[src/rtl/irqc_pkg.sv]
package irqc_pkg;
    localparam int LINES  = 8;
    localparam int IDX_W  = $clog2(LINES);
    localparam int DATA_W = 8;
    localparam int BASE_W = DATA_W - IDX_W;

    typedef enum logic [1:0] {
        PH_RUN,
        PH_BASE,
        PH_LINK,
        PH_MODE
    } cfg_phase_e;

    typedef struct packed {
        cfg_phase_e          phase;
        logic [BASE_W-1:0]   base;
        logic [LINES-1:0]    link;
        logic                want_mode;
        logic                show_isr;
        logic [LINES-1:0]    imr;
        logic [LINES-1:0]    irr;
        logic [LINES-1:0]    isr;
        logic [LINES-1:0]    prev;
    } ctl_state_t;

    typedef struct packed {
        logic              valid;
        logic [DATA_W-1:0] vec;
    } ack_out_t;
endpackage

[src/rtl/irqc_prio.sv]
module irqc_prio
    import irqc_pkg::*;
(
    input  logic [LINES-1:0] req,
    input  logic [LINES-1:0] isr,
    output logic             any,
    output logic [IDX_W-1:0] idx
);
    logic [LINES-1:0] blocked;
    logic [LINES-1:0] elig;

    // a level is held off by any in-service bit at or above its priority
    genvar g;
    generate
        for (g = 0; g < LINES; g++) begin : g_blk
            assign blocked[g] = |isr[g:0];
        end
    endgenerate

    assign elig = req & ~blocked;
    assign any  = |elig;

    always_comb begin
        idx = '0;
        for (int i = LINES - 1; i >= 0; i--) begin
            if (elig[i]) idx = IDX_W'(i);
        end
    end
endmodule

[src/rtl/irqc_unit.sv]
module irqc_unit
    import irqc_pkg::*;
#(
    parameter bit IS_SLAVE = 1'b0
) (
    input  logic              clk,
    input  logic              rst_n,
    input  logic [LINES-1:0]  req_in,
    input  logic              link_in,
    input  logic              wr_en,
    input  logic              reg_sel,
    input  logic [DATA_W-1:0] wdata,
    input  logic              ack_in,
    output logic [DATA_W-1:0] rdata,
    output logic              int_o,
    output logic              grant_link,
    output logic [IDX_W-1:0]  grant_idx,
    output logic [DATA_W-1:0] vec_o,
    output logic [IDX_W-1:0]  link_id,
    output logic [LINES-1:0]  isr_o,
    output logic [LINES-1:0]  irr_o,
    output logic [LINES-1:0]  imr_o
);
    ctl_state_t q, d;

    logic [LINES-1:0] lvl_mask;
    logic [LINES-1:0] eff_req;
    logic [LINES-1:0] rise;
    logic             prio_any;
    logic             running;
    logic             any;

    // only the primary treats linked inputs as level lines from the secondary
    generate
        if (IS_SLAVE) begin : g_sec
            assign lvl_mask = '0;
        end else begin : g_pri
            assign lvl_mask = q.link;
        end
    endgenerate

    always_comb begin
        for (int i = 0; i < LINES; i++) begin
            eff_req[i] = lvl_mask[i] ? link_in : req_in[i];
        end
    end

    assign rise    = eff_req & ~q.prev;
    assign running = (q.phase == PH_RUN);

    irqc_prio u_prio (
        .req (q.irr & ~q.imr),
        .isr (q.isr),
        .any (prio_any),
        .idx (grant_idx)
    );

    assign any        = prio_any & running;
    assign int_o      = any;
    assign grant_link = any & lvl_mask[grant_idx];
    assign vec_o      = {q.base, any ? grant_idx : IDX_W'(LINES - 1)};
    assign link_id    = q.link[IDX_W-1:0];
    assign rdata      = reg_sel ? q.imr : (q.show_isr ? q.isr : q.irr);
    assign isr_o      = q.isr;
    assign irr_o      = q.irr;
    assign imr_o      = q.imr;

    always_comb begin
        d      = q;
        d.prev = eff_req;
        d.irr  = (((q.irr | rise) & eff_req) & ~lvl_mask) | (eff_req & lvl_mask);

        if (ack_in && any) begin
            d.isr[grant_idx] = 1'b1;
            if (!lvl_mask[grant_idx]) d.irr[grant_idx] = 1'b0;
        end

        if (wr_en) begin
            if (!reg_sel) begin
                if (wdata[4]) begin
                    d.phase     = PH_BASE;
                    d.want_mode = wdata[0];
                    d.imr       = '0;
                    d.irr       = '0;
                    d.isr       = '0;
                    d.show_isr  = 1'b0;
                end else if (wdata[3]) begin
                    if (wdata[1]) d.show_isr = wdata[0];
                end else if (wdata[7:5] == 3'b011) begin
                    d.isr[wdata[IDX_W-1:0]] = 1'b0;
                end
            end else begin
                unique case (q.phase)
                    PH_BASE: begin
                        d.base  = wdata[DATA_W-1:IDX_W];
                        d.phase = PH_LINK;
                    end
                    PH_LINK: begin
                        d.link  = wdata;
                        d.phase = q.want_mode ? PH_MODE : PH_RUN;
                    end
                    PH_MODE: d.phase = PH_RUN;
                    default: d.imr   = wdata;
                endcase
            end
        end
    end

    always_ff @(posedge clk) begin
        if (!rst_n) begin
            q.phase     <= PH_RUN;
            q.base      <= '0;
            q.link      <= '0;
            q.want_mode <= 1'b0;
            q.show_isr  <= 1'b0;
            q.imr       <= '0;
            q.irr       <= '0;
            q.isr       <= '0;
            q.prev      <= '0;
        end else begin
            q <= d;
        end
    end
endmodule

[src/rtl/irq_cascade_pair.sv]
module irq_cascade_pair
    import irqc_pkg::*;
(
    input  logic                  clk,
    input  logic                  rst_n,
    input  logic [2*LINES-1:0]    irq_in,
    input  logic                  bus_wr,
    input  logic [1:0]            bus_addr,
    input  logic [DATA_W-1:0]     bus_wdata,
    output logic [DATA_W-1:0]     bus_rdata,
    output logic                  int_out,
    input  logic                  ack,
    output logic                  ack_valid,
    output logic [DATA_W-1:0]     ack_vec
);
    logic [DATA_W-1:0] m_rdata, s_rdata, m_vec, s_vec;
    logic              m_int, s_int, m_glink, s_glink;
    logic [IDX_W-1:0]  m_idx, s_idx, m_id, s_id;
    logic [LINES-1:0]  m_isr, m_irr, m_imr, s_isr, s_irr, s_imr;
    logic              s_ack;
    ack_out_t          out_q, out_d;

    irqc_unit #(.IS_SLAVE(1'b0)) u_pri (
        .clk        (clk),
        .rst_n      (rst_n),
        .req_in     (irq_in[LINES-1:0]),
        .link_in    (s_int),
        .wr_en      (bus_wr & ~bus_addr[1]),
        .reg_sel    (bus_addr[0]),
        .wdata      (bus_wdata),
        .ack_in     (ack),
        .rdata      (m_rdata),
        .int_o      (m_int),
        .grant_link (m_glink),
        .grant_idx  (m_idx),
        .vec_o      (m_vec),
        .link_id    (m_id),
        .isr_o      (m_isr),
        .irr_o      (m_irr),
        .imr_o      (m_imr)
    );

    // secondary answers only when the primary grants the input matching its identity
    assign s_ack = ack & m_glink & (m_idx == s_id);

    irqc_unit #(.IS_SLAVE(1'b1)) u_sec (
        .clk        (clk),
        .rst_n      (rst_n),
        .req_in     (irq_in[2*LINES-1:LINES]),
        .link_in    (1'b0),
        .wr_en      (bus_wr & bus_addr[1]),
        .reg_sel    (bus_addr[0]),
        .wdata      (bus_wdata),
        .ack_in     (s_ack),
        .rdata      (s_rdata),
        .int_o      (s_int),
        .grant_link (s_glink),
        .grant_idx  (s_idx),
        .vec_o      (s_vec),
        .link_id    (s_id),
        .isr_o      (s_isr),
        .irr_o      (s_irr),
        .imr_o      (s_imr)
    );

    assign bus_rdata = bus_addr[1] ? s_rdata : m_rdata;
    assign int_out   = m_int;

    always_comb begin
        out_d.valid = ack;
        out_d.vec   = out_q.vec;
        if (ack) out_d.vec = m_glink ? s_vec : m_vec;
    end

    always_ff @(posedge clk) begin
        if (!rst_n) begin
            out_q <= '0;
        end else begin
            out_q <= out_d;
        end
    end

    assign ack_valid = out_q.valid;
    assign ack_vec   = out_q.vec;

    logic unused_ok;
    assign unused_ok = ^{m_id, s_glink, s_idx, s_irr, s_imr};
endmodule

[config.mk]
export PLATFORM = sky130hd
export DESIGN_NAME = irq_cascade_pair
export DESIGN_NICKNAME = d
export VERILOG_FILES = /design/src/rtl/irqc_pkg.sv /design/src/rtl/irqc_prio.sv /design/src/rtl/irqc_unit.sv /design/src/rtl/irq_cascade_pair.sv
export SDC_FILE = /design/constraint.sdc
export NUM_CORES = 1
export LEC_CHECK = 0
export BUFFER_PORTS_ARGS = -buffer_cell sky130_fd_sc_hd__buf_2
export CORE_MARGIN = 4
export CORE_UTILIZATION = 60
export CTS_CLUSTER_SIZE = 40
export DETAILED_ROUTE_END_ITERATION = 6
export PLACE_DENSITY_LB_ADDON = 0.12
export SLEW_MARGIN = 20
export SYNTH_ARGS = -nofsm -noshare
export SYNTH_HDL_FRONTEND = slang
export SYNTH_SLANG_ARGS = --single-unit
[constraint.sdc]
create_clock -name clk -period 3.25 [get_ports clk]
set_clock_uncertainty 0.15 [all_clocks]
set_input_delay 0.4875 -clock clk [delete_from_list [all_inputs] [get_ports clk]]
set_output_delay 0.4875 -clock clk [all_outputs]
set_load 0.02 [all_outputs]
Word-level counts from Yosys, hierarchy flattened
Memory sizes are Yosys's and may differ from the RTL's.
Index checks and enable logic that the tools add are counted.
{"block": "word_totals", "output_inout_bits": 18, "input_bits": 30, "regBits": 107, "romBits": 8, "elab_cells": 188, "memories": 1}
{"block": "op_classes", "order_cmp": 6, "muxes": 71, "n_reduce_logical": 40, "bitwise_logic": 38, "n_eq_ne": 12}
{"name": "(name not given)", "depth": 8, "word_bits": 1, "rd": 1, "rd_ports_with_merged_regs": 0, "wr": 0, "line": "irqc_unit.sv:60", "rtl": "assign grant_link = any & lvl_mask[grant_idx];"}
{"operator": "2-to-1 mux 8 bit", "n": 18}
{"operator": "2-to-1 mux 16 bit", "n": 8}
{"operator": "bitwise AND 8 bit", "n": 14}
{"operator": "NOT 8 bit", "n": 10}
{"operator": "2-to-1 mux 3 bit", "n": 18}
{"operator": "OR 8 bit", "n": 5}
{"operator": "OR reduction 8 bit", "n": 4}
{"operator": "AND reduction 3 bit", "n": 10}
{"operator": "2-to-1 mux 1 bit", "n": 16}
{"operator": "OR reduction 7 bit", "n": 2}
{"operator": "< comparator 3 x 4 -> 1 bit (second input constant)", "n": 3}
{"operator": "case mux 2 bit (3 select lines)", "n": 2}
{"operator": "OR reduction 3 bit", "n": 4}
{"operator": "OR reduction 6 bit", "n": 2}
{"operator": "2-to-1 mux 2 bit", "n": 5}
{"operator": "OR reduction 5 bit", "n": 2}
{"operator": "demux 1 bit (select 3 bit)", "n": 3}
{"operator": "greater-or-equal comparator 3 x 1 -> 1 bit (second input constant)", "n": 3}
{"operator": "equality test 2 bit (second input constant)", "n": 4}
{"operator": "inequality test 4 x 1 -> 1 bit (second input constant)", "n": 2}
{"operator": "AND reduction 4 bit", "n": 2}
{"operator": "OR reduction 4 bit", "n": 2}
{"operator": "bitwise AND 1 bit", "n": 7}
{"operator": "nonzero test 2 bit", "n": 3}
{"operator": "other kinds (9)", "n": 18}

Longest topological paths before layout
{"block": "depth", "depth_word": 25, "depth_mapped": 11}

Cells and area by module
From an unflattened synthesis, not the netlist that was laid out.
{"block": "unflattened", "hier_cells": 691, "area_unflattened_um2": 5859.4}
{"mod": "irqc_unit at u_pri", "instances": 1, "area_per_inst_um2": 2697.6, "cells_per_inst": 317}
{"mod": "irqc_unit at u_sec", "instances": 1, "area_per_inst_um2": 2267.2, "cells_per_inst": 262}
{"mod": "irq_cascade_pair", "instances": 1, "area_per_inst_um2": 544.3, "cells_per_inst": 54}
{"mod": "irqc_prio", "instances": 2, "area_per_inst_um2": 175.2, "cells_per_inst": 29}

Worst setup path before layout
OpenSTA, ideal clock, no wires.
{"block": "synth_path", "path_type": "register to register", "from": "register, netlist name u_pri.isr_o[0]", "to": "register u_sec.q (netlist bit u_sec.irr_o[4])", "stages_incl_launch_ff": 11, "arrival_time_ns": 2.312, "required_ns": 2.985, "path_buffers": 0, "path_slack_ns": 0.674, "setup_time_ns": 0.115, "path_cell_list": "dfxtp_1 or4_4 o22ai_4 nor2_2 nand3_2 nand2_2 inv_2 and2_4 o211ai_1 a311o_1 o21a_1"}
{"block": "synth_between", "elab_cells_between_ends": 30}
{"item": "OR reduction 8 bit (tied with other cells)", "line": "irqc_prio.sv:16", "rtl": "assign blocked[g] = |isr[g:0];"}
{"item": "NOT 8 bit (*)", "line": "irqc_prio.sv:20", "rtl": "assign elig = req & ~blocked;"}
{"item": "bitwise AND 8 bit (*)", "line": "irqc_prio.sv:20"}
{"item": "OR reduction 8 bit (*)", "line": "irqc_prio.sv:21", "rtl": "assign any = |elig;"}
{"item": "bitwise AND 1 bit (*)", "line": "irqc_unit.sv:58", "rtl": "assign any = prio_any & running;"}
{"item": "net int_out", "line": "irq_cascade_pair.sv:11", "rtl": "output logic int_out,"}
{"item": "bitwise AND 1 bit (*)", "line": "irqc_unit.sv:60"}
{"item": "bitwise AND 1 bit (*) (2 in a row)", "line": "irq_cascade_pair.sv:44", "rtl": "assign s_ack = ack & m_glink & (m_idx == s_id);"}
{"item": "logical AND 1 bit (*)", "line": "irqc_unit.sv:73", "rtl": "if (ack_in && any) begin"}
{"item": "2-to-1 mux 16 bit (*)", "line": "irqc_unit.sv:73"}
{"item": "2-to-1 mux 16 bit", "line": "irqc_unit.sv:80", "rtl": "if (wdata[4]) begin"}
{"item": "2-to-1 mux 16 bit", "line": "irqc_unit.sv:79", "rtl": "if (!reg_sel) begin"}
{"item": "2-to-1 mux 16 bit (*)", "line": "irqc_unit.sv:78", "rtl": "if (wr_en) begin"}
{"item": "end: declaration", "line": "irqc_unit.sv:24", "rtl": "ctl_state_t q, d;"}
The timed path passes the listed nets; every way through them passes the cells marked *. The select of a mux whose other input is x is not followed.
A chain may end at the register's enable or synchronous reset.

Final worst setup path
{"block": "layout_path", "from": "register, netlist name u_pri.isr_o[0]", "to": "register u_sec.q (netlist bit u_sec.irr_o[1])"}
{"block": "layout_between", "elab_chain_cells": 21, "elab_cells_between_ends": 30}
{"item": "OR reduction 8 bit", "line": "irqc_prio.sv:16"}
{"item": "NOT 8 bit (*)", "line": "irqc_prio.sv:20"}
{"item": "bitwise AND 8 bit (*)", "line": "irqc_prio.sv:20"}
{"item": "2-to-1 mux 3 bit (8 in a row)", "line": "irqc_prio.sv:26", "rtl": "if (elig[i]) idx = IDX_W'(i);"}
{"item": "binary-select mux 1 bit (select 3 bit)", "line": "irqc_unit.sv:60"}
{"item": "2-to-1 mux 1 bit (not written as such)", "line": "irqc_unit.sv:60"}
{"item": "bitwise AND 1 bit", "line": "irqc_unit.sv:60"}
{"item": "bitwise AND 1 bit", "line": "irq_cascade_pair.sv:44"}
{"item": "bitwise AND 1 bit (*)", "line": "irq_cascade_pair.sv:44"}
{"item": "logical AND 1 bit (*)", "line": "irqc_unit.sv:73"}
{"item": "2-to-1 mux 16 bit (*)", "line": "irqc_unit.sv:73"}
{"item": "2-to-1 mux 16 bit", "line": "irqc_unit.sv:80"}
{"item": "2-to-1 mux 16 bit", "line": "irqc_unit.sv:79"}
{"item": "2-to-1 mux 16 bit (*)", "line": "irqc_unit.sv:78"}
Mark *: on every way between the ends. The rest lies on a longest branch, timed or not. The select of a mux whose other input is x is not followed.

==> run metrics <==
Worst-Margin Slew=0.6895 ns; Finish-stage setup viols=0; count of input and output buffers=47; clock sink total=102; Max IR drop VDD=0.0003170 V; die area=0.01083 mm^2; Max Buffers Root-to-Sink=2; worst stage delay on the critical path=0.58 ns; Seq/Total Area, Yosys=36.86%; Synth Register Bits=102; hold-fix buffers at CTS=0; slowest CP cell=or4_1; die width=104.1 um; Clock Latency Late Sink=0.37 ns; Syn Nets=678; EDFF count, synth=0; largest net degree at the start of global routing=44; asr flop ratio synth=0%; vias in the first global route=4765; RSZ-0062 raised after global routing=no; number of max-cap violations=0; Slew HR=54.04%; most area-hungry cell type in the Yosys netlist=dfxtp_1; grt ovf=0; Int Power=1.836 mW; Main synth FF type=dfxtp_1; non-filler cells, final=791; flip-flop and latch area=0.002042 mm^2; Area contributors post-synth=dfxtp_1 37%, nor2b_1 4.3%, nand2_1 4.1%; Clk pwr share=28.5%; final worst path period need=2.936 ns; Sw Share=33.65%; layout cells sized above 1=16.54%; Post-DP HPWL=11890 um; CTS clk-pin slew, worst paths=0.11 ns; status=finished clean; I/O pin count=48; area delta synth->final=9.216%; critical path type=reg -> reg; diode count=0; Die Height=104.1 um; vias per cell=6.362; GP Congestion=0.9589; setup TNS=0 ns; Avg WL per Cell=19.87 um; CTS tree=done; post-synthesis cell area=0.005539 mm^2; initial DRC count=350; final slew viol count=0; CP Max Fanout=10; Crit path max-delay family=simple AND/OR/NAND/NOR gates; switching pwr=931.0 uW; Final Hold Fails=0; Post-CTS Setup Inserts=0; final period utilization=90.33%; CTS buffer count=9; area of the core=0.008848 mm^2; cells after synthesis=640; # DRC=0; pre-CTS setup slack=0.4001 ns; H-tree Lvls=3; CP dominant cell by count=nor3_2; DR pass1 iterations=5; Reg power frac=48.6%; worst path required time=3.34 ns; Setup WS post-layout=0.3142 ns; Synth top area share=36.86%; Via Count=5032; Leak Pwr=2.297 nW; Worst Hold Class=in -> reg; clk root buf=clkbuf_8; library cells used by synthesis=72; Combinational Power Share=22.9%; cells along the critical path=nor3_2 > nand2_1 > or4_1 > nor3_2 > o21ai_1 > buf_4 > a31oi_4 > a31oi_1; DRT antenna net count=0; wirelength, routed=15720 um; cts repair resizes=0; worst hold slack=0.1794 ns; Worst Path Arrival=3.02 ns; fillers=754; initial antenna violation count=0; Crit. End Element=flip-flop; starting density of the core=62.60%; total track usage=29.12%; Mean Syn Cell Area=8.655 um^2; Yosys warnings=0; dpl cells=775; crit start category=flip-flop; Cell Rows=34; Final #Nets=716; Pwr Total=2.766 mW; multi-input logic area=0.003269 mm^2; crit path buf inv count=1; pwr dens=457.3 mW/mm^2; maximum clock rate=0.3406 GHz; R2R Setup Slk=0.31 ns; global-route wire length before repair=25210 um
per-layer routing:
layer  vias to the layer above  track usage [%]  share of wire (%)
li1                       2391                -                  -
met1                      2387            37.95                 42
met2                       210            47.26                 48
met3                        44            6.890                6.6
met4                         0            10.35                2.7
met5                         -                0                  0
power groups by stage:
stage	Combinational [mW]	Sequential, mW	Clock, mW
2_1_floorplan	0.433	1.37	0
3_3_place_gp	0.616	1.37	0
3_5_place_dp	0.622	1.37	0
4_1_cts	0.625	1.34	0.799
5_1_grt	0.687	1.35	0.858
6_report	0.634	1.34	0.789
flip-flops by register name, indices dropped and copies added, names as in the netlist:
name	cells
u_sec.imr_o	8
u_sec.irr_o	8
u_pri.isr_o	8
ack_vec	8
ack_valid	1
u_sec.link_id	3
u_pri.imr_o	8
u_sec.vec_o	5
u_pri.q	12
u_pri.lvl_mask	8
u_sec.q	12
u_pri.vec_o	5
u_pri.irr_o	8
u_sec.isr_o	8
placed cells by master, fill, tap and decap left out, drive strengths merged, types with 12 or more instances in the layout:
cell / instances
and2: 22
nor2b: 38
buf: 59
a311oi: 12
nand2b: 31
nand2: 62
a21oi: 38
dfxtp: 102
o21ai: 34
nand3: 24
nor2: 36
a21boi: 28
inv: 27
mux2i: 22
cell families (layout without fill, tap and decap cells):
group	after synthesis	count (layout)	share of synthesized area [%]
muxes	40	40	9.261
and+or+nand+nor	252	252	24.58
AOI/OAI and AO/OA	183	183	23.38
buffers and inverters	55	98	4.111
DFF	102	102	36.86
adders and majority gates	8	8	1.807
final cells by class:
type	instances	area share [%]
flip-flops and latches	102	33.75
inverters	23	1.427
clock inverters	7	1.117
clock buffers	9	2.048
repair buffers	59	5.377
multi-input cells	483	54.04
well taps	108	2.234
worst reg2reg max path, delay by kind of cell, from the launching register on:
family	cells	cell delay, ns
compound gates	3	0.72
buf+inv	1	0.23
flops	1	0.41
simple gates	4	1.31
worst paths after layout:
| path | end | startpoint | cells after the start |
|---|---|---|---|
| worst min register to register | u_sec.vec_o[4] | u_sec.vec_o[4] | 2 |
| worst min-delay path | u_sec.q[4] | irq_in[12] | 2 |
| worst max register to register | u_sec.irr_o[1] | u_pri.isr_o[0] | 8 |
| worst max-delay path | u_sec.irr_o[1] | u_pri.isr_o[0] | 8 |
metrics by stage:
| step | util, % | cell area, um^2 |
|---|---|---|
| final | 68.37 | 6050 |
| after detailed placement | 66.20 | 5858 |
| after floorplan | - | 5539 |
| after global placement | 66.20 | 5858 |
| after global routing | 68.37 | 6050 |
| after CTS | 68.37 | 6050 |
cells in the mapped netlist, drive strengths merged (3+ instances only):
library cell	number
a211oi	11
a21boi	28
a21oi	38
a311oi	12
a31o	6
a31oi	11
a32o	3
and2	22
and3	9
buf	9
clkbuf	23
dfxtp	102
ha	8
inv	23
mux2	10
mux2i	22
mux4	8
nand2	62
nand2b	31
nand3	24
nand3b	3
nor2	36
nor2b	38
nor3	7
nor3b	4
o211a	4
o211ai	4
o21a	5
o21ai	34
o221ai	4
or3	3
or3b	4
(Power assumes the default switching activity.)
